**src/rtl/vcmp_pkg.sv**
```systemverilog
package vcmp_pkg;
  localparam int VEC_W  = 512;
  localparam int MIN_EW = 8;
  localparam int NUM_W  = 4;
  localparam int MASK_W = VEC_W / MIN_EW;

  typedef enum logic [2:0] {
    PR_EQ = 3'd0, PR_LT = 3'd1, PR_LE = 3'd2, PR_NONE = 3'd3,
    PR_NE = 3'd4, PR_GE = 3'd5, PR_GT = 3'd6, PR_ALL  = 3'd7
  } predCode_t;

  typedef struct packed {
    logic capture;
    logic done;
  } vcmpStrobe_t;
endpackage

```
**src/rtl/vcmp_ctrl.sv**
```systemverilog
module vcmp_ctrl
  import vcmp_pkg::*;
(
  input  logic        clk,
  input  logic        rstN,
  input  logic        opValid,
  output vcmpStrobe_t strobe
);
  logic doneQ;

  always_ff @(posedge clk) begin
    if (!rstN) doneQ <= 1'b0;
    else       doneQ <= opValid;
  end

  always_comb begin
    strobe.capture = opValid & rstN;
    strobe.done    = doneQ;
  end

  assert_done_after_valid_R2: assert property (@(posedge clk) disable iff (!rstN)
    opValid |=> strobe.done);
  assert_no_spurious_done_R2: assert property (@(posedge clk) disable iff (!rstN)
    !opValid |=> !strobe.done);
endmodule

```
**src/rtl/vcmp_datapath.sv**
```systemverilog
module vcmp_datapath
  import vcmp_pkg::*;
#(
  parameter int VW = VEC_W,
  parameter int EW_MIN = MIN_EW,
  parameter int NW = NUM_W,
  localparam int MW = VW / EW_MIN
)(
  input  logic          clk,
  input  logic          rstN,
  input  vcmpStrobe_t   strobe,
  input  logic [VW-1:0] vecA,
  input  logic [VW-1:0] vecB,
  input  logic [2:0]    predSel,
  input  logic [1:0]    elemSize,
  input  logic          isSigned,
  input  logic          gateUse,
  input  logic [MW-1:0] gateMask,
  output logic [MW-1:0] resMask
);
  logic [MW-1:0] eqW  [NW];
  logic [MW-1:0] ltW  [NW];
  logic [MW-1:0] actW [NW];

  for (genvar w = 0; w < NW; w++) begin : g_width
    localparam int EW = EW_MIN << w;
    localparam int NE = VW / EW;
    for (genvar e = 0; e < NE; e++) begin : g_lane
      logic [EW-1:0] laneA, laneB;
      always_comb begin
        laneA = vecA[e*EW +: EW];
        laneB = vecB[e*EW +: EW];
        laneA[EW-1] = laneA[EW-1] ^ isSigned;
        laneB[EW-1] = laneB[EW-1] ^ isSigned;
      end
      assign eqW[w][e] = (laneA == laneB);
      assign ltW[w][e] = (laneA < laneB);
    end
    if (NE < MW) begin : g_pad
      assign eqW[w][MW-1:NE]  = '0;
      assign ltW[w][MW-1:NE]  = '0;
      assign actW[w][MW-1:NE] = '0;
    end
    assign actW[w][NE-1:0] = '1;
  end

  logic [MW-1:0] eqSel, ltSel, actSel, gateEff, rawRes, resNext, resQ;

  always_comb begin
    eqSel   = eqW[elemSize];
    ltSel   = ltW[elemSize];
    actSel  = actW[elemSize];
    gateEff = gateUse ? gateMask : '1;
    unique case (predCode_t'(predSel))
      PR_EQ:   rawRes = eqSel;
      PR_LT:   rawRes = ltSel;
      PR_LE:   rawRes = ltSel | eqSel;
      PR_NONE: rawRes = '0;
      PR_NE:   rawRes = ~eqSel;
      PR_GE:   rawRes = ~ltSel;
      PR_GT:   rawRes = ~(ltSel | eqSel);
      default: rawRes = '1;
    endcase
    resNext = rawRes & actSel & gateEff;
  end

  always_ff @(posedge clk) begin
    if (!rstN)               resQ <= '0;
    else if (strobe.capture) resQ <= resNext;
  end

  assign resMask = resQ;

  assert_false_zero_R6: assert property (@(posedge clk) disable iff (!rstN)
    (strobe.capture && predSel == 3'd3) |=> resMask == '0);
  assert_equal_full_R3: assert property (@(posedge clk) disable iff (!rstN)
    (strobe.capture && predSel == 3'd0 && vecA == vecB && !gateUse && elemSize == 2'd0)
      |=> resMask == '1);
  assert_upper_clear_R7: assert property (@(posedge clk) disable iff (!rstN)
    (strobe.capture && elemSize == 2'd3) |=> resMask[MW-1:VW/(EW_MIN*8)] == '0);
  assert_gate_respected_R8: assert property (@(posedge clk) disable iff (!rstN)
    (strobe.capture && gateUse) |=> (resMask & ~$past(gateMask)) == '0);
  assert_hold_R9: assert property (@(posedge clk) disable iff (!rstN)
    !strobe.capture |=> $stable(resMask));
endmodule

```
**src/rtl/vcmp_mask_unit.sv**
```systemverilog
module vcmp_mask_unit
  import vcmp_pkg::*;
(
  input  logic              clk,
  input  logic              rstN,
  input  logic              opValid,
  input  logic [VEC_W-1:0]  vecA,
  input  logic [VEC_W-1:0]  vecB,
  input  logic [2:0]        predSel,
  input  logic [1:0]        elemSize,
  input  logic              isSigned,
  input  logic              gateUse,
  input  logic [MASK_W-1:0] gateMask,
  output logic [MASK_W-1:0] resMask,
  output logic              opDone
);
  vcmpStrobe_t strobe;

  vcmp_ctrl u_ctrl (
    .clk(clk), .rstN(rstN), .opValid(opValid), .strobe(strobe)
  );

  vcmp_datapath #(.VW(VEC_W), .EW_MIN(MIN_EW), .NW(NUM_W)) u_dp (
    .clk(clk), .rstN(rstN), .strobe(strobe),
    .vecA(vecA), .vecB(vecB), .predSel(predSel), .elemSize(elemSize),
    .isSigned(isSigned), .gateUse(gateUse), .gateMask(gateMask),
    .resMask(resMask)
  );

  assign opDone = strobe.done;

  assert_reset_clear_R1: assert property (@(posedge clk)
    !rstN |=> (resMask == '0 && !opDone));
endmodule

```
**config.mk**
```make
export PLATFORM = sky130hd
export DESIGN_NAME = vcmp_mask_unit
export DESIGN_NICKNAME = d
export VERILOG_FILES = /design/src/rtl/vcmp_pkg.sv /design/src/rtl/vcmp_ctrl.sv /design/src/rtl/vcmp_datapath.sv /design/src/rtl/vcmp_mask_unit.sv
export SDC_FILE = /design/constraint.sdc
export NUM_CORES = 2
export LEC_CHECK = 0
export ABC_AREA = 1
export BUFFER_PORTS_ARGS = -buffer_cell sky130_fd_sc_hd__buf_4
export CORE_AREA = 10 10 439 441
export CTS_BUF_LIST = sky130_fd_sc_hd__clkbuf_4 sky130_fd_sc_hd__clkbuf_8 sky130_fd_sc_hd__clkbuf_16
export DETAILED_ROUTE_END_ITERATION = 16
export DIE_AREA = 0 0 449 451
export PLACE_DENSITY = 0.41
export SYNTH_ARGS = -nofsm -noshare
export SYNTH_HDL_FRONTEND = slang
export SYNTH_SLANG_ARGS = --single-unit
```
**constraint.sdc**
```tcl
create_clock -name clk -period 3.5 [get_ports clk]
set_clock_uncertainty 0.1 [all_clocks]
set_input_delay 0.175 -clock clk [delete_from_list [all_inputs] [get_ports clk]]
set_output_delay 0.175 -clock clk [all_outputs]
set_load 0.05 [all_outputs]
```
==> results.md <==
Run status:
- The flow ran to the end, and the final reports show no timing, DRC or antenna violations.

Synth:
- The area share of the largest cell type after synthesis is 29.2%.
- By count the netlist is led by nand2_1, inv_1, ha_1.
- Yosys printed 0 warnings.
- The share of synthesized flip-flops with an asynchronous set or reset is 0%.
- Yosys mapped a number of flops with a built-in enable equal to 0.
- Sorting the synthesized cells by area gives the leading types as ha_1, nand2_1, inv_1, a21oi_1, nor2_1.
- Synthesis produced about 4.3k cells.
- The most frequent cell after synthesis is nand2_1.
- The flip-flop cell with the highest count after synthesis is dfxtp_1.
- The synthesized design spends more area on one cell type than any other, namely ha_1.
- The mapped netlist covers approximately 24000 um^2.
- Sequential elements use about 5.3% of the synthesized area.
- The net count after synthesis is 5965.
- The average instance area after synthesis is 5.66 um^2.
- The register bit total from synthesis is 65.
- The number of unique standard cell types used by synthesis is 49.

Clock tree:
- TritonCTS built the clock tree.
- The H-tree was split into 3 levels.
- Gates resized during post-CTS repair numbered 0.
- The clock tree buffer depth is 2.
- The clock reaches the later pin of the worst-skew pair after about 0.42 ns.
- The clock root buffer is clkbuf_16.
- The tree built by TritonCTS fans out to 65 sinks.
- The clock buffer count from CTS is 9.
- After clock tree synthesis, the clock-pin slew on the worst setup and hold paths is around 0.08 ns.

Power and ir drop:
- The internal power of the cells totals about 0.0032 W.
- Of the total power, the clock network draws 18.3%.
- Combinational logic burns between 60 and 70% of the power.
- The cell area power density is about 170 nW/um^2.
- IR analysis of the VDD net gives a maximum drop of ~210 uV.
- The total power after layout is 0.00623 W.
- Sequential cells burn 12.3% of the power.
- The share of total power consumed by net switching is between 40% and 50%.
- The total leakage power is about 21 nW.
- For this design the total switching power over the nets is ~0.0031 W.

Global routing:
- In the global route stage, overall resource usage came out at between 10% and 20%.
- The remaining global-route overflow is 0.
- The via count of the first global-routing pass is 31.9k.
- The pin count of the biggest net entering global routing is between 50 and 60.
- The initial antenna violation count was 65.
- The first global-routing pass estimated 270000 um of wire.

Critical path:
- The top cell family by delay on the critical path is simple AND/OR/NAND/NOR gates.
- At the worst endpoint, the required time is between 3 and 4 ns.
- The kind of critical path is input port to flop.
- The worst flop-to-flop path startpoint is u_dp.resMask[16].
- The register-to-register setup slack is 2.59 ns.
- Along the worst path, the maximum fanout reaches 16.
- In this design, the critical path's most frequently occurring cell is nand2_1.
- The worst setup path is captured at a flop.
- Data arrives at the worst endpoint at between 3 and 4 ns.
- The endpoint of the most critical register-to-register path is u_dp.resMask[16].
- The count of cells along the worst register-to-register path is 2.
- The library cell contributing the largest single delay on the critical path is nor2_1.
- The signal on the critical path passes through buf_4 -> buf_12 -> xor2_1 -> ha_1 -> nand2_1 -> nor2_1 -> nand4_1 -> nor2_1 -> nand2_1 -> o21ai_0 -> a21oi_1 -> nand2_1 -> nand2_1 -> nor2_1 -> nand3_1 -> nand2_1 -> a21oi_1.
- For this run, the slowest stage of the critical path takes 0.36 ns.
- Counting both buffers and inverters, the worst setup path holds a total of 2.
- The critical path startpoint category is an input port.

Cells and area:
- The total area of multi-input combinational cells is slightly below 20000 um^2.
- The count of fill cells added during filler insertion is between 20k and 25k.
- From synthesis to final layout, the design area changed by 52.7%.
- The final cell count without fillers is about 8k.
- The number of nets in the layout is 7157.
- The fraction of layout instances using a drive strength above 1 is 23.9%.
- The area taken by flip-flops and latches is about 1300 um^2.

Floorplan:
- The height of the die is between 400 and 500 um.
- The I/O pin count is approximately 1.2k.
- The overall die area is around 200000 um^2.
- The die width is 449 um.
- The starting density of the core is between 10% and 20%.
- After floorplanning, the core was sized to cover approximately 180000 um^2.
- The floorplan has 158 rows.

Timing:
- For the final routed database, the setup TNS stands at 0 ns.
- The slew at the pin with the worst max-slew slack is 1.06 ns.
- After layout, the minimum clock period comes to just under 3 ns.
- The final hold violation count is 0.
- The final number of max-transition violations is 0.
- Hold timing on the final database bottoms out at a slack of ~0.028 ns.
- The worst slew slack as a fraction of its limit is ~29%.
- For this run, the top clock speed supported by timing is 343 MHz.
- Setup repair after global routing left no endpoint under its margin.
- The post-route clock period utilization is ~83%.
- In the post-route analysis, the smallest setup slack over all paths is 0.586 ns.
- Setup violations remaining at the end of the flow were counted as 0.

Place:
- In this run the tool buffered the top-level ports with 1162 buffer cells.
- At the end of routability-driven placement, the weighted congestion stood at roughly 0.95.
- Once placement completed, the tool counted placed cells totaling a little under 8k.
- The half-perimeter wire length of the detailed placement result is between 150000 and 200000 um.
- The worst slack after detailed placement is around 0.13 ns.

Detailed routing:
- For this run, design rule violations remaining after detail routing come to 0.
- The routed layout has 32.9k vias.
- The count of nets left with antenna violations once routing finished came out at 0.
- In the final routed layout, each cell accounts on average for 25.6 um.
- The final wirelength is 205000 um.
- The detailed-router iteration count before antenna repair is 6.
- The detailed router finished its first iteration with between 2k and 2.5k violations.
- The mean number of vias per cell is a little over 4.

Flow run:
- Max-cap violations in this run came to 0.

Min path:
- The startpoint identified for the worst hold timing path is gateMask[59].
- The type of the tightest min-delay check is input port to flop.
- Counting instances, the worst hold path has a depth of 3.
- The path with the worst hold slack has its endpoint at u_dp.resMask[59].
routing by layer:
metal,global-route usage [%],part of all wire [%],vias to the layer above
met5,0,0.14,-
met2,35.1,51,1021
met1,23.3,42,15400
met4,2.72,1.4,46
met3,3.87,5.5,164
li1,-,-,16200
cells by family (layout without fill, tap and decap cells):
family | count (synthesis) | in the layout | share of synthesized area, %
buffers and inverters | 986 | 2183 | 15.4
adders and majority gates | 568 | 568 | 29.2
other | 0 | 13 | 0
xor gates and xnor gates | 16 | 16 | 0.575
DFF | 65 | 65 | 5.34
and+or+nand+nor | 1979 | 1979 | 33.3
AOI/OAI and AO/OA | 685 | 685 | 16.2
worst min-delay path, cell delays in order:
cell      delay [ns]
buf_4           0.08
o211ai_1        0.12
a21oi_1         0.13
worst max path at each step:
stage / depth (start not counted) / slack [ns] / startpoint / to
6_report: 17 / 0.59 / isSigned / u_dp.resMask[11]
2_1_floorplan: 20 / 0.56 / isSigned / u_dp.resMask[9]
3_3_place_gp: 17 / 0.07 / isSigned / u_dp.resMask[11]
3_5_place_dp: 17 / 0.13 / isSigned / u_dp.resMask[11]
4_1_cts: 17 / 0.59 / isSigned / u_dp.resMask[11]
5_1_grt: 17 / 0.37 / isSigned / u_dp.resMask[11]
registers in the layout, summed over array words and instances (netlist names):
signal / count
u_dp.resMask: 64
u_ctrl.doneQ: 1
power by group through the flow:
stage / Combinational [W] / Clock (W) / Sequential (W)
global route: 0.00483 / 0.00121 / 0.000769
global placement: 0.00430 / 0 / 0.000784
floorplan: 0.00197 / 0 / 0.000839
finish: 0.00432 / 0.00114 / 0.000767
detailed placement: 0.00433 / 0 / 0.000784
CTS: 0.00439 / 0.00121 / 0.000767
final cells by class:
cell class | count | area share (%)
Antenna cell | 13 | 0.0875
Clock buffer | 9 | 0.606
Multi-Input combinational cell | 3248 | 52.0
Sequential cell | 65 | 3.50
Inverter | 896 | 9.08
Timing Repair Buffer | 1271 | 26.1
Tap cell | 2480 | 8.34
Clock inverter | 7 | 0.229
placed cells by master, fill, tap and decap left out, types with 10 or more instances in the layout:
cell / synthesis / final
buf_4: 3 / 1232
nand2_1: 1217 / 1216
inv_1: 877 / 875
ha_1: 568 / 568
nor2_1: 387 / 385
a21oi_1: 333 / 333
nand3_1: 222 / 222
o21ai_0: 147 / 147
nand4_1: 81 / 81
dfxtp_1: 65 / 65
o211ai_1: 60 / 60
o2111ai_1: 33 / 33
dlygate4sd3_1: 0 / 31
o21ai_1: 24 / 24
nor3_1: 23 / 22
or2_2: 20 / 20
inv_2: 17 / 14
diode_2: 0 / 13
o21bai_1: 13 / 13
a311oi_1: 13 / 13
a22oi_1: 11 / 11
o22ai_1: 11 / 11
a21boi_0: 10 / 10
stage by stage:
stage | util [%] | instance area, um^2
after floorplan | - | 24400
after global placement | 19.8 | 36500
after detailed placement | 19.8 | 36500
after CTS | 20.2 | 37200
after global routing | 20.2 | 37200
final | 20.2 | 37200
timing repair:
action,in CTS,in global routing
buffers inserted,0,0
hold endpoints to repair,31,0
hold buffers,31,0
No activity file was read; power rests on OpenSTA's default activity.
